**config.mk**
```make
export PLATFORM = sky130hd
export DESIGN_NAME = xor_parity_engine
export DESIGN_NICKNAME = d
export VERILOG_FILES = /design/src/rtl/xpe_pkg.sv /design/src/rtl/xpe_datapath.sv /design/src/rtl/xpe_ctrl.sv /design/src/rtl/xor_parity_engine.sv
export SDC_FILE = /design/constraint.sdc
export NUM_CORES = 1
export LEC_CHECK = 0
export ABC_AREA = 0
export BUFFER_PORTS_ARGS = -buffer_cell sky130_fd_sc_hd__buf_4
export CAP_MARGIN = 20
export CELL_PAD_IN_SITES_DETAIL_PLACEMENT = 1
export CELL_PAD_IN_SITES_GLOBAL_PLACEMENT = 1
export CORE_ASPECT_RATIO = 0.9
export CORE_MARGIN = 4
export CORE_UTILIZATION = 36
export CTS_CLUSTER_DIAMETER = 200
export CTS_CLUSTER_SIZE = 16
export DETAILED_ROUTE_END_ITERATION = 12
export GPL_TIMING_DRIVEN = 0
export PLACE_DENSITY = 0.77
export SLEW_MARGIN = 5
export SYNTH_ARGS = -nofsm -noshare
export SYNTH_HDL_FRONTEND = slang
export SYNTH_SLANG_ARGS = --single-unit
```
**constraint.sdc**
```tcl
create_clock -name clk -period 5.38 [get_ports clk]
set_input_delay 0.538 -clock clk [delete_from_list [all_inputs] [get_ports clk]]
set_output_delay 0.538 -clock clk [all_outputs]
set_load 0.1 [all_outputs]
```
**src/rtl/xpe_pkg.sv**
```systemverilog
package xpe_pkg;
  localparam int ADDR_W  = 48;
  localparam int MODE_LSB = 28;
  localparam int CNT_LSB  = 22;
  localparam int CNT_W    = 4;
  localparam int BIT_IRQ  = 27;
  localparam int BIT_PAR  = 17;
  localparam int BIT_SYN  = 16;

  localparam logic [3:0] OP_NOP  = 4'd0;
  localparam logic [3:0] OP_COPY = 4'd1;
  localparam logic [3:0] OP_XOR  = 4'd6;

  typedef enum logic [2:0] {
    S_IDLE, S_DEC, S_RD, S_WR, S_FIN
  } xpe_state_t;

  typedef struct packed {
    logic latchDesc;
    logic accFirst;
    logic accEn;
    logic reading;
    logic writing;
  } xpe_strobe_t;
endpackage

```
**src/rtl/xpe_datapath.sv**
```systemverilog
module xpe_datapath
  import xpe_pkg::*;
#(
  parameter int DATA_W  = 32,
  parameter int LEN_W   = 16,
  parameter int MAX_SRC = 8,
  localparam int SEL_W  = $clog2(MAX_SRC),
  localparam int NUM_BW = 3 * MAX_SRC / 2,
  localparam int BYTES  = DATA_W / 8,
  localparam int BYTE_SH = $clog2(BYTES)
) (
  input  logic                  clk,
  input  logic                  rstN,
  input  xpe_strobe_t           strb,
  input  logic [SEL_W-1:0]      srcSel,
  input  logic [LEN_W-1:0]      wordIdx,
  input  logic [31:0]           ctrlWordIn,
  input  logic [LEN_W-1:0]      byteLenIn,
  input  logic [31:0]           copySrcLoIn,
  input  logic [31:0]           copySrcHiIn,
  input  logic [31:0]           dstLoIn,
  input  logic [31:0]           dstHiIn,
  input  logic [NUM_BW*32-1:0]  bufWordsIn,
  input  logic [DATA_W-1:0]     rdData,
  input  logic                  rdValid,
  input  logic                  wrReady,
  output logic                  decNop,
  output logic                  decErr,
  output logic                  irqReq,
  output logic [SEL_W-1:0]      lastSrc,
  output logic [LEN_W-1:0]      numWords,
  output logic [ADDR_W-1:0]     rdAddr,
  output logic [ADDR_W-1:0]     wrAddr,
  output logic [DATA_W-1:0]     wrData
);
  logic [3:0]            modeQ;
  logic [CNT_W-1:0]      cntQ;
  logic                  parQ, synQ;
  logic [LEN_W-1:0]      lenQ;
  logic [ADDR_W-1:0]     cpyQ, dstQ;
  logic [NUM_BW*32-1:0]  bufQ;
  logic [DATA_W-1:0]     acc;

  always_ff @(posedge clk) begin
    if (!rstN) begin
      modeQ <= OP_NOP;
      cntQ  <= '0;
      parQ  <= 1'b0;
      synQ  <= 1'b0;
      irqReq <= 1'b0;
      lenQ  <= '0;
      cpyQ  <= '0;
      dstQ  <= '0;
      bufQ  <= '0;
    end else if (strb.latchDesc) begin
      modeQ <= ctrlWordIn[MODE_LSB +: 4];
      cntQ  <= ctrlWordIn[CNT_LSB +: CNT_W];
      parQ  <= ctrlWordIn[BIT_PAR];
      synQ  <= ctrlWordIn[BIT_SYN];
      irqReq <= ctrlWordIn[BIT_IRQ];
      lenQ  <= byteLenIn;
      cpyQ  <= {copySrcHiIn[15:0], copySrcLoIn};
      dstQ  <= {dstHiIn[15:0], dstLoIn};
      bufQ  <= bufWordsIn;
    end
  end

  // decode of the latched descriptor
  logic isCopy, isXor, cntOk;
  logic [CNT_W-1:0] cntM1;
  assign isCopy = (modeQ == OP_COPY);
  assign isXor  = (modeQ == OP_XOR);
  assign decNop = (modeQ == OP_NOP);
  assign cntOk  = (cntQ != '0) && (int'(cntQ) <= MAX_SRC);
  assign decErr = !(decNop || isCopy || isXor) ||
                  (isXor && (!cntOk || !parQ || synQ));
  assign cntM1  = cntQ - CNT_W'(1);
  assign lastSrc = isXor ? cntM1[SEL_W-1:0] : '0;

  logic [LEN_W:0] lenUp;
  assign lenUp    = {1'b0, lenQ} + (LEN_W+1)'(BYTES - 1);
  assign numWords = LEN_W'(lenUp >> BYTE_SH);

  // source address unpacking: pairs share one high word
  logic [ADDR_W-1:0] srcAddr [MAX_SRC];
  for (genvar i = 0; i < MAX_SRC; i++) begin : g_src
    localparam int PB = 3 * (i / 2);
    localparam int HS = 16 * (i % 2);
    assign srcAddr[i] = {bufQ[32*(PB+2)+HS +: 16], bufQ[32*(PB+(i%2)) +: 32]};
  end

  logic [ADDR_W-1:0] offs, rdBase;
  assign offs   = ADDR_W'(wordIdx) << BYTE_SH;
  assign rdBase = isCopy ? cpyQ : srcAddr[srcSel];
  assign rdAddr = rdBase + offs;
  assign wrAddr = dstQ + offs;

  always_ff @(posedge clk) begin
    if (!rstN) acc <= '0;
    else if (strb.accEn) acc <= strb.accFirst ? rdData : (acc ^ rdData);
  end
  assign wrData = acc;

  p_rdaddr_stable_r9: assert property (@(posedge clk) disable iff (!rstN)
    strb.reading && !rdValid |=> $stable(rdAddr));
  p_wr_stable_r9: assert property (@(posedge clk) disable iff (!rstN)
    strb.writing && !wrReady |=> $stable(wrAddr) && $stable(wrData));
endmodule

```
**src/rtl/xpe_ctrl.sv**
```systemverilog
module xpe_ctrl
  import xpe_pkg::*;
#(
  parameter int LEN_W   = 16,
  parameter int MAX_SRC = 8,
  localparam int SEL_W  = $clog2(MAX_SRC)
) (
  input  logic              clk,
  input  logic              rstN,
  input  logic              start,
  input  logic              decNop,
  input  logic              decErr,
  input  logic              irqReq,
  input  logic [SEL_W-1:0]  lastSrc,
  input  logic [LEN_W-1:0]  numWords,
  input  logic              rdValid,
  input  logic              wrReady,
  output xpe_strobe_t       strb,
  output logic [SEL_W-1:0]  srcSel,
  output logic [LEN_W-1:0]  wordIdx,
  output logic              rdReq,
  output logic              wrValid,
  output logic              busy,
  output logic              done,
  output logic              doneIrq,
  output logic              doneErr
);
  xpe_state_t state;
  logic errQ;
  logic [LEN_W-1:0] lastWord;
  assign lastWord = numWords - LEN_W'(1);

  always_ff @(posedge clk) begin
    if (!rstN) begin
      state   <= S_IDLE;
      errQ    <= 1'b0;
      srcSel  <= '0;
      wordIdx <= '0;
    end else begin
      case (state)
        S_IDLE: if (start) state <= S_DEC;
        S_DEC: begin
          errQ    <= decErr;
          srcSel  <= '0;
          wordIdx <= '0;
          if (decErr || decNop || numWords == '0) state <= S_FIN;
          else state <= S_RD;
        end
        S_RD: if (rdValid) begin
          if (srcSel == lastSrc) state <= S_WR;
          else srcSel <= srcSel + SEL_W'(1);
        end
        S_WR: if (wrReady) begin
          srcSel <= '0;
          if (wordIdx == lastWord) state <= S_FIN;
          else begin
            wordIdx <= wordIdx + LEN_W'(1);
            state   <= S_RD;
          end
        end
        default: state <= S_IDLE;
      endcase
    end
  end

  always_comb begin
    strb.latchDesc = (state == S_IDLE) && start;
    strb.accFirst  = (srcSel == '0);
    strb.accEn     = (state == S_RD) && rdValid;
    strb.reading   = (state == S_RD);
    strb.writing   = (state == S_WR);
  end

  assign rdReq   = (state == S_RD);
  assign wrValid = (state == S_WR);
  assign busy    = (state != S_IDLE);
  assign done    = (state == S_FIN);
  assign doneIrq = done && irqReq;
  assign doneErr = done && errQ;

  p_rd_hold_r9: assert property (@(posedge clk) disable iff (!rstN)
    rdReq && !rdValid |=> rdReq);
  p_wr_hold_r9: assert property (@(posedge clk) disable iff (!rstN)
    wrValid && !wrReady |=> wrValid);
  p_done_pulse_r8: assert property (@(posedge clk) disable iff (!rstN)
    done |=> !done);
  p_err_done_r6: assert property (@(posedge clk) disable iff (!rstN)
    (state == S_DEC) && decErr |=> done && doneErr);
  p_nop_done_r2: assert property (@(posedge clk) disable iff (!rstN)
    (state == S_DEC) && decNop |=> done && !doneErr);
  p_err_quiet_r7: assert property (@(posedge clk) disable iff (!rstN)
    doneErr |-> !rdReq && !wrValid);
endmodule

```
**src/rtl/xor_parity_engine.sv**
```systemverilog
module xor_parity_engine
  import xpe_pkg::*;
#(
  parameter int DATA_W  = 32,
  parameter int LEN_W   = 16,
  parameter int MAX_SRC = 8,
  localparam int SEL_W  = $clog2(MAX_SRC),
  localparam int NUM_BW = 3 * MAX_SRC / 2
) (
  input  logic                 clk,
  input  logic                 rstN,
  input  logic                 start,
  input  logic [31:0]          ctrlWord,
  input  logic [LEN_W-1:0]     byteLen,
  input  logic [31:0]          copySrcLo,
  input  logic [31:0]          copySrcHi,
  input  logic [31:0]          dstLo,
  input  logic [31:0]          dstHi,
  input  logic [NUM_BW*32-1:0] bufWords,
  output logic                 rdReq,
  output logic [47:0]          rdAddr,
  input  logic                 rdValid,
  input  logic [DATA_W-1:0]    rdData,
  output logic                 wrValid,
  output logic [47:0]          wrAddr,
  output logic [DATA_W-1:0]    wrData,
  input  logic                 wrReady,
  output logic                 busy,
  output logic                 done,
  output logic                 doneIrq,
  output logic                 doneErr
);
  xpe_strobe_t       strb;
  logic [SEL_W-1:0]  srcSel, lastSrc;
  logic [LEN_W-1:0]  wordIdx, numWords;
  logic              decNop, decErr, irqReq;

  xpe_ctrl #(.LEN_W(LEN_W), .MAX_SRC(MAX_SRC)) u_ctrl (
    .clk(clk), .rstN(rstN), .start(start),
    .decNop(decNop), .decErr(decErr), .irqReq(irqReq),
    .lastSrc(lastSrc), .numWords(numWords),
    .rdValid(rdValid), .wrReady(wrReady),
    .strb(strb), .srcSel(srcSel), .wordIdx(wordIdx),
    .rdReq(rdReq), .wrValid(wrValid), .busy(busy),
    .done(done), .doneIrq(doneIrq), .doneErr(doneErr)
  );

  xpe_datapath #(.DATA_W(DATA_W), .LEN_W(LEN_W), .MAX_SRC(MAX_SRC)) u_dp (
    .clk(clk), .rstN(rstN), .strb(strb), .srcSel(srcSel), .wordIdx(wordIdx),
    .ctrlWordIn(ctrlWord), .byteLenIn(byteLen),
    .copySrcLoIn(copySrcLo), .copySrcHiIn(copySrcHi),
    .dstLoIn(dstLo), .dstHiIn(dstHi), .bufWordsIn(bufWords),
    .rdData(rdData), .rdValid(rdValid), .wrReady(wrReady),
    .decNop(decNop), .decErr(decErr), .irqReq(irqReq),
    .lastSrc(lastSrc), .numWords(numWords),
    .rdAddr(rdAddr), .wrAddr(wrAddr), .wrData(wrData)
  );
endmodule

```
==> After elaboration in Yosys (flattened, before gate mapping) <==
Index checks and enable logic that the tools add are counted.
{ "totals": {"in_bits": 597, "output_inout_bits": 134, "register_bits": 562, "word_cells": 86} }
{ "classes": {"n_reduce_logical": 27, "eq_ne": 14, "add_sub_neg": 7, "magnitude_cmp": 2, "muxes": 20, "bitwise_logic": 2} }
{ "ops": {"columns": ["op", "n"], "rows": [
  ["binary-select mux 48 bit (select 3 bit)", 1],
  ["two-way mux 48 bit", 3],
  ["adder 48 x 18 -> 48 bit", 2],
  ["two-way mux 16 bit", 2],
  ["two-way mux 32 bit", 1],
  ["case mux 16 bit (2 select lines)", 1],
  ["bitwise XOR 32 bit", 1],
  ["two-way mux 3 bit", 10],
  ["adder 16 x 2 -> 17 bit (second input constant)", 1],
  ["adder 16 x 1 -> 16 bit (second input constant)", 1],
  ["equality test 16 bit", 1],
  ["zero test 16 bit", 1],
  ["subtractor 15 x 1 -> 16 bit (second input constant)", 1],
  ["case mux 3 bit (4 select lines)", 1],
  ["case mux 3 bit (3 select lines)", 1],
  ["AND reduction 4 bit", 2],
  ["logical OR 1 bit", 7],
  ["equality test 3 x 2 -> 1 bit (second input constant)", 2],
  ["logical AND 1 bit", 6],
  ["zero test 3 bit", 2],
  ["inequality test 2 x 1 -> 1 bit (second input constant)", 3],
  ["inequality test 2 bit (second input constant)", 3],
  ["nonzero test 3 bit", 2],
  ["equality test 4 x 1 -> 1 bit (second input constant)", 1],
  ["14 further kinds", 16]
]} }

==> Longest topological paths before layout <==
{ "logic_depth": {"word_depth": 11, "mapped_depth": 24, "ltp_nobuf": 17} }

==> Hierarchy <==
Synthesis repeated with hierarchy kept, for this count alone.
{ "hier_totals": {"hier_cells": 2819, "hier_area_um2": 28680.0} }
{ "modules_own_cells": {"columns": ["mod", "area_each_um2", "cells_per_inst", "instances", "seq_area_each_um2"], "rows": [
  ["xpe_datapath", 26858.3, 2575, 1, 10790.3],
  ["xpe_ctrl", 1821.7, 244, 1, 460.4]
]} }

==> Least setup slack after synthesis <==
OpenSTA, ideal clock, no wires.
{ "synth_path": {"path_type": "register to output", "startpoint": "register u_ctrl.srcSel[0]", "endpoint": "output rdAddr[39]", "path_slack_ns": -1.892, "path_stages_with_launch": 20, "t_arrival_ns": 6.734, "required_ns": 4.842, "path_buffers": 7, "cell_sequence": "dfxtp_1 -> buf_6 -> buf_12 -> buf_12 -> buf_6 -> buf_2 -> buf_2 -> buf_1 -> mux4_2 -> mux2i_1 -> o21ai_0 -> ha_1 -> or3_1 -> o31ai_1 -> o2bb2ai_1 -> o41ai_1 -> nor3_2 -> nand2_1 -> nor4_1 -> xnor2_1"} }
{ "synth_between": {"elab_chain_cells": 6} }
{ "synth_rtl": {"columns": ["element", "line_no", "rtl"], "rows": [
  ["from (decl)", "xpe_ctrl.sv:19", "output logic [SEL_W-1:0] srcSel,"],
  ["from (signal assigned)", "xpe_ctrl.sv:51", "else srcSel <= srcSel + SEL_W'(1);"],
  ["inverter 3 -> 4 bit (implied by the code)", "xpe_datapath.sv:94", "assign rdBase = isCopy ? cpyQ : srcAddr[srcSel];"],
  ["binary-select mux 48 bit (select 3 bit)", "xpe_datapath.sv:94", null],
  ["two-way mux 48 bit (implied by the code) (2 in a row)", "xpe_datapath.sv:94", null],
  ["two-way mux 48 bit", "xpe_datapath.sv:94", null],
  ["adder 48 x 18 -> 48 bit", "xpe_datapath.sv:95", "assign rdAddr = rdBase + offs;"],
  ["to (decl)", "xor_parity_engine.sv:21", "output logic [47:0] rdAddr,"]
]} }
No other way between the ends. The select of a mux whose other input is x is not followed.

==> Final worst setup path <==
Same ends and word-level chain as after synthesis.

==> metrics.md <==
| Metric | Value |
|---|---|
| Status | `finished, violations left` |
| Violated checks | `negative setup slack` |
| Post-synth top flop | `dfxtp_1` |
| Final Max Slew Viols | `0` |
| CTS max path bufs | `3` |
| Post-Synth Simple-Gate Area | `0.215` |
| Share of layout cells above drive strength 1 | `0.265` |
| DRT Wirelength | `between 100000 and 150000 µm` |
| Starting Density | `0.365` |
| Multi-input logic area | `about 17000 µm²` |
| CTS Sinks | `562` |
| Period minus WS final | `5.40 ns` |
| Yosys reg bits | `approximately 560` |
| Sequential cell area | `11300 µm²` |
| DPL Wire Length | `~100000 µm` |
| Core area | `between 70000 and 80000 µm²` |
| Worst VDD drop | `about 0.20 mV` |
| Via density | `approximately 5.3` |
| Comb pwr share | `0.267` |
| Synth unique cells | `76` |
| Arr. time, crit path | `4.86 ns` |
| Hold Path Class | `in2reg` |
| CP startpoint kind | `flip-flop` |
| Drt drc | `0` |
| Crit path max fanout | `7` |
| H-Tree Depth | `2` |
| Crit path top cell by count | `buf_16` |
| Drt first pass iters | `6` |
| PortBufs | `between 600 and 700` |
| Slowest-stage cell, CP | `mux4_2` |
| Buf/Inv on CP | `6` |
| Via count | `approximately 27000` |
| Kind of critical path | `reg2out` |
| Clock latency on the worst-skew pair | `roughly 0.60 ns` |
| RSZ-0062 raised after global routing | `yes` |
| Area share of fa/ha/maj cells after synthesis | `0.0184` |
| Internal | `0.00686 W` |
| Seq pwr share | `0.447` |
| Net Count, Synth | `3942` |
| Vias in the first global route | `about 28000` |
| Synth Cell Area | `around 28000 µm²` |
| P per Cell Area | `roughly 280 nW/µm²` |
| Die area | `around 82000 µm²` |
| P_leak | `~15 nW` |
| Pin count of the biggest net entering global routing | `18` |
| DP Area | `35000 µm²` |
| CTS tree | `yes` |
| Setup violators final | `1` |
| WL/cell | `about 26 µm` |
| Compound-Gate Fraction of Synth Area | `0.172` |
| Number of synthesized flops with an enable pin | `0` |
| Crit path largest cell delay | `0.60 ns` |
| Grt ovf | `0` |
| Number of buffers created by CTS | `a little over 40` |
| Sw Ratio | `0.346` |
| Nets | `around 4700` |
| Synth warn | `0` |
| Maxcap violations | `0` |
| Crit-path cells | `buf_16 > buf_16 > buf_16 > mux4_2 > mux2i_4 > o21ai_2 > ha_1 > inv_1 > nor2_1 > o21ai_1 > a21oi_2 > o2bb2ai_4 > o41ai_4 > buf_4 > nor3_4 > nand2_4 > nor4_4 > xnor2_4 > buf_12` |
| Syn Inst Count | `3305` |
| Die Y | `273 µm` |
| Worst slew pin tran | `1.11 ns` |
| Multiplexer area fraction after synthesis | `0.103` |
| Sw Pwr | `~0.0036 W` |
| Pwr Total | `between 0.01 and 0.015 W` |
| Row cnt | `96` |
| Seq/Total Area, Yosys | `0.402` |
| FILL cells | `9132` |
| Post-route setup slack | `-0.0201 ns` |
| Met2 usage in global routing | `0.531` |
| First-pass GRT wire length | `around 190000 µm` |
| # IOs | `731` |
| XOR/XNOR Fraction of Synth Area | `0.0491` |
| Routability cong. | `0.939` |
| Mean Syn Cell Area | `~8.5 µm²` |
| CP delay by family, top | `buffers and inverters` |
| Count of final hold-check violations | `0` |
| Ys async rst share | `0` |
| Final Skew | `0.0259 ns` |
| Met1 global-route usage | `0.382` |
| CP required | `4.84 ns` |
| Fmax | `approximately 190 MHz` |
| Most frequent cells in the layout | `nand2_1, buf_4, dfxtp_1` |
| Die X | `between 300 and 400 µm` |
| Main combinational cell family by area after synthesis | `simple AND/OR/NAND/NOR gates` |
| Final instance area | `about 38000 µm²` |
| DRT iter0 DRCs | `1615` |
| Commonest non-fill, non-tap cell in the layout | `nand2_1` |
| Initial antenna violation count | `29` |
| Max_slew headroom | `0.263` |
| CP Capture Type | `primary output` |
| Syn-to-layout area delta | `35.6%` |
| Clk pin slew, worst setup/hold paths | `approximately 0.080 ns` |
| Tcrit/Tclk final | `1.00` |
| Tot GR Track Use | `0.308` |
| ANT nets after route | `0` |
| Root buf cell | `clkbuf_16` |
| Hold_buf cts | `0` |
| GRT met3 Usage | `0.0649` |
| Global route hottest layer | `met2` |
| Clock network power share | `0.286` |
## path summary, 6_finish.rpt
| path | end | from | slack, ns | depth (start not counted) |
|---|---|---|---|---|
| worst min-delay path | u_dp.cpyQ[11] | copySrcLo[11] | 0.19 | 3 |
| worst max-delay path | rdAddr[39] | u_ctrl.srcSel[0] | -0.02 | 19 |
| worst min register to register | u_dp.bufQ[165] | u_dp.bufQ[165] | 0.47 | 2 |
| worst max register to register | u_dp.bufQ[0] | u_ctrl.state[0] | 1.12 | 9 |
## per-layer routing
layer	vias to the layer above	share of wire
met2	912	0.48
met1	13500	0.41
met4	24	0.037
li1	12700	-
met3	224	0.070
met5	-	0.0012
## power groups by stage
stage	Sequential [W]	Combinational, W	Clock, W
2_1_floorplan	0.00470	0.00160	0
3_3_place_gp	0.00475	0.00261	0
3_5_place_dp	0.00477	0.00265	0
4_1_cts	0.00467	0.00276	0.00306
5_1_grt	0.00471	0.00297	0.00320
6_report	0.00468	0.00280	0.00300
## kinds of logic (layout without fill, tap and decap cells)
group,count (synthesis),in the layout
adder cells (fa/ha/maj),40,40
multiplexers,164,164
XOR/XNOR,157,157
buffers and inverters,271,1069
other,0,15
flip-flops,562,562
AO/OA/AOI/OAI,666,666
AND/OR/NAND/NOR,1445,1445
## tightest hold or removal path: cells and delay by family
family	cells	cell delay, ns
buffers and inverters	1	0.11
AOI/OAI and AO/OA	1	0.06
and+or+nand+nor	1	0.04
## layout make-up
cell class                      count  area share
Antenna cell                       15    0.000988
Clock buffer                       42      0.0277
Buffer                            227      0.0324
Tap cell                         1029      0.0339
Multi-Input combinational cell   2472       0.440
Sequential cell                   562       0.296
Clock inverter                      3     0.00138
Timing Repair Buffer              764       0.164
Inverter                           33     0.00326
## state kept, by name (all words and copies together), names as in the netlist
name,cells
u_dp.irqReq,1
u_ctrl.state,3
u_dp.modeQ,4
u_dp.wrData,32
u_ctrl.errQ,1
u_dp.cpyQ,48
u_ctrl.wordIdx,16
u_dp.bufQ,384
u_dp.lenQ,16
u_ctrl.srcSel,3
u_dp.synQ,1
u_dp.cntQ,4
u_dp.dstQ,48
u_dp.parQ,1
## stage by stage
step                      setup WS, ns   TNS, ns   util  hold slack [ns]  instances
after global routing            -0.124    -0.195  0.496            0.173       5145
after detailed placement         -1.70    -44.77  0.456            0.457       5011
after CTS                       -0.412     -5.66  0.492            0.155       5117
after floorplan               -0.00573  -0.00573      -            0.438       3305
final                          -0.0201   -0.0201  0.496            0.192       5147
after global placement           -1.57    -41.09  0.456            0.446       5010
## cell usage after synthesis, drive strengths merged, types with 3 or more instances
cell | number | area, µm²
nor3 | 25 | 151
mux4 | 96 | 2190
and4 | 5 | 43.8
buf | 37 | 259
xnor2 | 90 | 788
clkbuf | 201 | 754
o22ai | 3 | 18.8
nor3b | 5 | 37.5
mux2i | 56 | 561
nor4 | 20 | 131
or4 | 8 | 67.6
ha | 38 | 475
mux2 | 12 | 139
xor2 | 67 | 587
a31oi | 4 | 25.0
or3 | 13 | 81.3
o21a | 12 | 90.1
and2 | 44 | 275
or2 | 6 | 37.5
nand2 | 1150 | 4320
nor2b | 12 | 75.1
a21o | 7 | 52.6
nand4 | 17 | 106
o211ai | 3 | 27.5
nand2b | 16 | 103
dfxtp | 562 | 11300
and3 | 8 | 50.1
a21oi | 51 | 255
nor2 | 78 | 293
nand3 | 25 | 138
o21ai | 40 | 211
a21boi | 510 | 3830
inv | 33 | 124
a211oi | 7 | 52.6
o21bai | 5 | 37.5
nand3b | 5 | 37.5
o31ai | 3 | 22.5
## repair_timing
| action | 4_1_cts | 5_1_grt |
|---|---|---|
| gates cloned | 1 | 2 |
| pin swaps | 42 | 32 |
| setup endpoints to repair | 45 | 39 |
| gates resized for setup | 268 | 53 |
| setup buffers | 61 | 23 |
Note: power is estimated with default switching activity, not from simulation.
